File: config.mk
export PLATFORM = sky130hd
export DESIGN_NAME = preg_wake_sb
export DESIGN_NICKNAME = d
export VERILOG_FILES = /design/src/rtl/preg_wake_pkg.sv /design/src/rtl/preg_sb_table.sv /design/src/rtl/preg_wait_slot.sv /design/src/rtl/preg_wake_sb.sv
export SDC_FILE = /design/constraint.sdc
export NUM_CORES = 1
export LEC_CHECK = 0
export BUFFER_PORTS_ARGS = -buffer_cell sky130_fd_sc_hd__buf_2
export CELL_PAD_IN_SITES_DETAIL_PLACEMENT = 0
export CELL_PAD_IN_SITES_GLOBAL_PLACEMENT = 1
export CORE_MARGIN = 5
export CORE_UTILIZATION = 48
export DETAILED_ROUTE_END_ITERATION = 10
export PLACE_DENSITY_LB_ADDON = 0.1
export RECOVER_POWER = 25
export REMOVE_ABC_BUFFERS = 1
export SLEW_MARGIN = 10
export SYNTH_ARGS = -nofsm -noshare
export SYNTH_HDL_FRONTEND = slang
export SYNTH_HIERARCHICAL = 1
export SYNTH_SLANG_ARGS = --single-unit
File: constraint.sdc
create_clock -name clk -period 2.6 [get_ports clk]
set_clock_uncertainty 0.2 [all_clocks]
set_input_delay 0 -clock clk [delete_from_list [all_inputs] [get_ports clk]]
set_output_delay 0 -clock clk [all_outputs]
set_load 0.01 [all_outputs]
File: src/rtl/preg_wake_pkg.sv
package preg_wake_pkg;

  // A tag names a tracked register only when it lies below the register count.
  function automatic bit tag_tracked(int unsigned tag, int unsigned npregs);
    return tag < npregs;
  endfunction

  // Readiness of a source at the moment it is written into a slot:
  // caller flag, untracked tag, scoreboard lookup or same-cycle broadcast.
  function automatic bit src_ready_at_insert(bit flag, int unsigned tag,
                                             int unsigned npregs, bit lookup,
                                             bit bcast_vld, int unsigned bcast_tag);
    return flag || !tag_tracked(tag, npregs) || lookup ||
           (bcast_vld && (bcast_tag == tag));
  endfunction

endpackage

File: src/rtl/preg_sb_table.sv
module preg_sb_table #(
  parameter int NUM_PREGS = 64,
  parameter int TAG_W     = 7,
  localparam int IDX_W    = $clog2(NUM_PREGS)
) (
  input  logic                 clk,
  input  logic                 rst_n,
  input  logic                 clr_vld,
  input  logic [TAG_W-1:0]     clr_tag,
  input  logic                 set_vld,
  input  logic [TAG_W-1:0]     set_tag,
  input  logic [TAG_W-1:0]     rd_tag0,
  input  logic [TAG_W-1:0]     rd_tag1,
  output logic                 rd_rdy0,
  output logic                 rd_rdy1,
  output logic [NUM_PREGS-1:0] rdy_vec
);
  import preg_wake_pkg::*;

  logic [NUM_PREGS-1:0] rdy_q;
  logic [NUM_PREGS-1:0] set_vec;
  logic [NUM_PREGS-1:0] clr_vec;

  // Per-register decode; an untracked tag matches no index.
  for (genvar g = 0; g < NUM_PREGS; g++) begin : g_dec
    assign set_vec[g] = set_vld && (set_tag == TAG_W'(g));
    assign clr_vec[g] = clr_vld && (clr_tag == TAG_W'(g));
  end

  // Set wins over clear when both name the same register.
  always_ff @(posedge clk or negedge rst_n) begin
    if (!rst_n) rdy_q <= '0;
    else        rdy_q <= (rdy_q & ~clr_vec) | set_vec;
  end

  function automatic logic lookup(logic [TAG_W-1:0] tag);
    if (tag_tracked(int'(tag), NUM_PREGS)) return rdy_q[tag[IDX_W-1:0]];
    return 1'b0;
  endfunction

  assign rd_rdy0 = lookup(rd_tag0);
  assign rd_rdy1 = lookup(rd_tag1);
  assign rdy_vec = rdy_q;

endmodule

File: src/rtl/preg_wait_slot.sv
module preg_wait_slot #(
  parameter int TAG_W = 7
) (
  input  logic             clk,
  input  logic             rst_n,
  input  logic             wr_en,
  input  logic [TAG_W-1:0] wr_tag0,
  input  logic             wr_rdy0,
  input  logic [TAG_W-1:0] wr_tag1,
  input  logic             wr_rdy1,
  input  logic             kill,
  input  logic             wake_vld,
  input  logic [TAG_W-1:0] wake_tag,
  output logic             occupied,
  output logic             req
);
  logic             vld_q;
  logic [TAG_W-1:0] tag0_q, tag1_q;
  logic             rdy0_q, rdy1_q;
  logic             wake_hit0, wake_hit1;

  assign wake_hit0 = vld_q && wake_vld && (wake_tag == tag0_q);
  assign wake_hit1 = vld_q && wake_vld && (wake_tag == tag1_q);

  always_ff @(posedge clk or negedge rst_n) begin
    if (!rst_n) begin
      vld_q  <= 1'b0;
      tag0_q <= '0;
      tag1_q <= '0;
      rdy0_q <= 1'b0;
      rdy1_q <= 1'b0;
    end else if (wr_en) begin
      vld_q  <= 1'b1;
      tag0_q <= wr_tag0;
      tag1_q <= wr_tag1;
      rdy0_q <= wr_rdy0;
      rdy1_q <= wr_rdy1;
    end else if (kill) begin
      vld_q  <= 1'b0;
      rdy0_q <= 1'b0;
      rdy1_q <= 1'b0;
    end else begin
      if (wake_hit0) rdy0_q <= 1'b1;
      if (wake_hit1) rdy1_q <= 1'b1;
    end
  end

  assign occupied = vld_q;
  assign req      = vld_q && rdy0_q && rdy1_q;

endmodule

File: src/rtl/preg_wake_sb.sv
module preg_wake_sb #(
  parameter int NUM_PREGS = 64,
  parameter int NUM_SLOTS = 8,
  parameter int TAG_W     = 7,
  localparam int SLOT_W   = $clog2(NUM_SLOTS)
) (
  input  logic                 clk,
  input  logic                 rst_n,
  input  logic                 alloc_vld,
  input  logic [TAG_W-1:0]     alloc_dst,
  input  logic                 cmpl_vld,
  input  logic [TAG_W-1:0]     cmpl_dst,
  input  logic                 ins_vld,
  input  logic [SLOT_W-1:0]    ins_slot,
  input  logic [TAG_W-1:0]     ins_src0,
  input  logic                 ins_src0_rdy,
  input  logic [TAG_W-1:0]     ins_src1,
  input  logic                 ins_src1_rdy,
  input  logic [NUM_SLOTS-1:0] kill_mask,
  output logic [NUM_SLOTS-1:0] req,
  output logic [NUM_PREGS-1:0] sb_rdy
);
  import preg_wake_pkg::*;

  logic                 look_rdy0, look_rdy1;
  logic                 cap_rdy0, cap_rdy1;
  logic [NUM_SLOTS-1:0] ins_sel;
  logic [NUM_SLOTS-1:0] slot_occ;

  preg_sb_table #(.NUM_PREGS(NUM_PREGS), .TAG_W(TAG_W)) u_table (
    .clk     (clk),
    .rst_n   (rst_n),
    .clr_vld (alloc_vld),
    .clr_tag (alloc_dst),
    .set_vld (cmpl_vld),
    .set_tag (cmpl_dst),
    .rd_tag0 (ins_src0),
    .rd_tag1 (ins_src1),
    .rd_rdy0 (look_rdy0),
    .rd_rdy1 (look_rdy1),
    .rdy_vec (sb_rdy)
  );

  // Insert-time capture: scoreboard lookup plus same-cycle broadcast bypass.
  assign cap_rdy0 = src_ready_at_insert(ins_src0_rdy, int'(ins_src0), NUM_PREGS,
                                        look_rdy0, cmpl_vld, int'(cmpl_dst));
  assign cap_rdy1 = src_ready_at_insert(ins_src1_rdy, int'(ins_src1), NUM_PREGS,
                                        look_rdy1, cmpl_vld, int'(cmpl_dst));

  for (genvar s = 0; s < NUM_SLOTS; s++) begin : g_slot
    assign ins_sel[s] = ins_vld && (ins_slot == SLOT_W'(s));

    preg_wait_slot #(.TAG_W(TAG_W)) u_slot (
      .clk      (clk),
      .rst_n    (rst_n),
      .wr_en    (ins_sel[s]),
      .wr_tag0  (ins_src0),
      .wr_rdy0  (cap_rdy0),
      .wr_tag1  (ins_src1),
      .wr_rdy1  (cap_rdy1),
      .kill     (kill_mask[s]),
      .wake_vld (cmpl_vld),
      .wake_tag (cmpl_dst),
      .occupied (slot_occ[s]),
      .req      (req[s])
    );
  end

endmodule

==> impl_metrics.tcl <==
set metrics [dict create \
    run_status "finished with violations" \
    failed_checks "max-capacitance violations, max-slew violations, negative setup slack" \
    tritoncts "done" \
    fmaxAchievable_mhz 379 \
    final.setup.worst_slack_ns -0.0382 \
    start_kind "flop" \
    final_count_of_negative_setup_slack_endpoints 8 \
    gr-usage-all-layers_pct 26.9 \
    timing.critical_path.arrival_ns 2.76 \
    grt_setup_unrepaired "yes" \
    flops_latches_synth 200 \
    muxShareOfSynthArea_pct 21.4 \
    utilization_after_layout_pct 60.1 \
    dp_hpwl_um 22200 \
    clk_transition_reported_paths_ns 0.08 \
    critical_path.endpoint_type "flop" \
    dominant_combinational_cell_family_by_area_after_synthesis "multiplexers" \
    ant_nets 0 \
    slew_headroom_pct -35.4 \
    synth_top_area_share_pct 48.1 \
    timing.final.max_slew_violations 87 \
    viasPerCell 5.96 \
    numPlacedInstances 1296 \
    num-fill-cells 1740 \
    clock-sinks 200 \
    worst-path-max-fanout 8 \
    antenna_cells_inserted 0 \
    finalCriticalPeriod_ns 2.64 \
    ir_worst_vdd_mv 0.469 \
    synth_sequential_area_ratio_pct 48.1 \
    dieHeight_um 157 \
    area_fraction_in_compound_gates_after_synthesis_pct 9.33 \
    gpl.final_weighted_congestion 0.909 \
    final_instance_area_sq_um 12700 \
    critPathRequiredTime_ns 2.73 \
    max-cap-violations 1 \
    post_synth_inst_count 863 \
    hold_class "input pin to flop" \
    vias_in_the_first_global_route 8573 \
    global_route_wire_length_before_repair_um 49900 \
    nets 1119 \
    drt-initial-drc-count 796 \
    syn_avg_cell_area_sq_um 12.1 \
    powerDensity_nw_per_um2 688 \
    floorplan.io_pins 118 \
    timing_hold_violations_final 0 \
    cts_made_buffers 17 \
    worstSetupPathType "flop to flop" \
    overflow 0 \
    final_total_negative_setup_slack_ns -0.235 \
    dr_vias 8109 \
    power.static_leakage_nw 5.74 \
    die-width_um 157 \
    synth-edff-count 0 \
    yosys_warnings 6 \
    yosys.area_share.xor_xnor_pct 10.4 \
    drt-total-wl_um 32100 \
    area_growth_from_synthesis_to_layout_pct 22.3 \
    yosysMostFrequentCell "sky130_fd_sc_hd__dfrtp_1" \
    post_synth_fa_ha_maj_area_fraction_pct 0 \
    row_count 53 \
    floorplan.initialDensity_pct 49.2 \
    portBuffers 117 \
    wire_per_inst_um 23.6 \
    clk-insertion-delay-late_ns 0.44 \
    ys_top_cells_by_area "sky130_fd_sc_hd__dfrtp_1, sky130_fd_sc_hd__mux2_2, sky130_fd_sc_hd__xor2_1" \
    proportion_of_layout_cells_with_a_drive_suffix_above_1_pct 35.5 \
    design.core.area_sq_um 21200 \
    pin_count_of_the_biggest_net_entering_global_routing 88 \
    netlist_top_cells_count "sky130_fd_sc_hd__dfrtp_1, sky130_fd_sc_hd__o21ai_0, sky130_fd_sc_hd__xor2_1, sky130_fd_sc_hd__mux2_2, sky130_fd_sc_hd__nor2_1" \
    basic_gate_share_of_the_synthesized_area_counting_and_or_nand_and_nor_cells_pct 8.32 \
    post-synth-top-area-cell "sky130_fd_sc_hd__dfrtp_1" \
    synth_ff_type "sky130_fd_sc_hd__dfrtp_1" \
    number_of_antenna_violations_at_the_first_check_in_global_routing 0 \
    post_dp_cell_area_sq_um 11800 \
    layoutNonFillerInstCount 1361 \
    max_slew.worst_pin.slew_ns 2.03 \
    drt_pass1_iterations 5 \
    syn-cell-area_sq_um 10400 \
    synth-async-reset-ratio_pct 100 \
    synth.lib_cells_used.distinct 36 \
    h-tree-depth 4 \
    finalCritPeriodShare_pct 101 \
    route.detailed.drc 0 \
    cts_root_buffer "sky130_fd_sc_hd__clkbuf_16" \
    area_of_the_die_sq_um 24700 \
    clock_path_buffers 2 \
    pre_cts_ws_ns -0.105 \
]
-- worst paths after layout --
path | start | to | slack (ns) | cells after the start
setup / recovery | u_table/rdy_vec[63]$_DFF_PN0_ | g_slot[6].u_slot/rdy1_q$_DFFE_PN0P_ | -0.04 | 10
hold / removal | ins_src0[2] | g_slot[6].u_slot/tag0_q[2]$_DFFE_PN0P_ | 0.05 | 4
setup reg to reg | u_table/rdy_vec[63]$_DFF_PN0_ | g_slot[6].u_slot/rdy1_q$_DFFE_PN0P_ | -0.04 | 10
hold reg to reg | g_slot[2].u_slot/occupied$_DFFE_PN0P_ | g_slot[2].u_slot/occupied$_DFFE_PN0P_ | 0.31 | 1
max in group asynchronous | rst_n | g_slot[1].u_slot/tag1_q[1]$_DFFE_PN0P_ | 0.40 | 3
min in group asynchronous | rst_n | g_slot[0].u_slot/tag0_q[0]$_DFFE_PN0P_ | 0.49 | 2
-- cells in the final DEF (no fill, tap or decap), types with 9 or more instances in the layout --
cell / count
sky130_fd_sc_hd__a211oi_1: 16
sky130_fd_sc_hd__o21ai_0: 130
sky130_fd_sc_hd__dfrtp_1: 200
sky130_fd_sc_hd__nor4_1: 16
sky130_fd_sc_hd__a21oi_1: 14
sky130_fd_sc_hd__nor2b_1: 12
sky130_fd_sc_hd__buf_4: 65
sky130_fd_sc_hd__buf_2: 115
sky130_fd_sc_hd__mux2i_1: 18
sky130_fd_sc_hd__nand2_1: 32
sky130_fd_sc_hd__mux2_2: 112
sky130_fd_sc_hd__clkbuf_16: 17
sky130_fd_sc_hd__nor2_1: 37
sky130_fd_sc_hd__nand3_1: 12
sky130_fd_sc_hd__nor4_2: 16
sky130_fd_sc_hd__xor2_1: 115
sky130_fd_sc_hd__inv_1: 10
sky130_fd_sc_hd__dlygate4sd3_1: 32
sky130_fd_sc_hd__xnor2_1: 9
sky130_fd_sc_hd__mux4_2: 28
-- layout make-up --
cell class | instances | area, sq um | share of cell area (%)
multi-input cells | 617 | 5200 | 40.9
clock buffers | 17 | 425 | 3.34
repair buffers | 227 | 1540 | 12.1
well taps | 275 | 344 | 2.70
flip-flops and latches | 200 | 5000 | 39.3
clock inverters | 15 | 174 | 1.37
inverters | 10 | 37.5 | 0.295
-- per-stage QoR --
step / hold WS (ns) / power (mW)
after floorplan: -0.496 / 5.16
after CTS: 0.00236 / 8.81
final: 0.0550 / 8.75
after detailed placement: -0.0951 / 6.07
after global placement: -0.108 / 5.96
after global routing: 0.0589 / 9.20
-- kinds of logic (layout without fill, tap and decap cells) --
family / Yosys count / after routing
xor+xnor: 124 / 124
flops: 200 / 200
mux: 164 / 164
buf+inv: 46 / 269
compound gates: 177 / 177
simple gates: 152 / 152
-- timing repair --
item | in CTS | in global routing
endpoints found under the hold margin | 330 | 0
pin swaps | 0 | 9
hold buffers | 32 | 0
gates resized for setup | 4 | 7
buffers inserted | 0 | 1
setup endpoints to repair | 16 | 16
-- flip-flops by register name, indices dropped and copies added, names as in the netlist --
signal	count
u_table/rdy_vec	64
g_slot.u_slot/tag0_q	56
g_slot.u_slot/tag1_q	56
g_slot.u_slot/occupied	8
g_slot.u_slot/rdy0_q	8
g_slot.u_slot/rdy1_q	8
-- power breakdown --
group | switching [mW] | total (mW) | leakage (nW) | internal [mW]
Clock | 1.32 | 2.70 | 0.285 | 1.38
Combinational | 0.983 | 2.01 | 2.93 | 1.03
Sequential | 0.400 | 4.04 | 2.52 | 3.64
-- routing by layer --
layer,wire length (um),GRT usage (%)
met5,0,0
met4,849,9.09
met3,2040,5.20
met2,15500,43.4
met1,13700,36.7
-- worst max-delay path, stage by stage (launching register included) --
cell	delay, ns
sky130_fd_sc_hd__dfrtp_1	0.40
sky130_fd_sc_hd__buf_6	0.12
sky130_fd_sc_hd__mux4_2	0.46
sky130_fd_sc_hd__mux4_2	0.49
sky130_fd_sc_hd__nor2b_2	0.14
sky130_fd_sc_hd__o32ai_2	0.08
sky130_fd_sc_hd__nor3_1	0.16
sky130_fd_sc_hd__o21ai_1	0.11
sky130_fd_sc_hd__buf_6	0.17
sky130_fd_sc_hd__a21oi_1	0.16
sky130_fd_sc_hd__nor2_1	0.05
(Power assumes the default switching activity.)
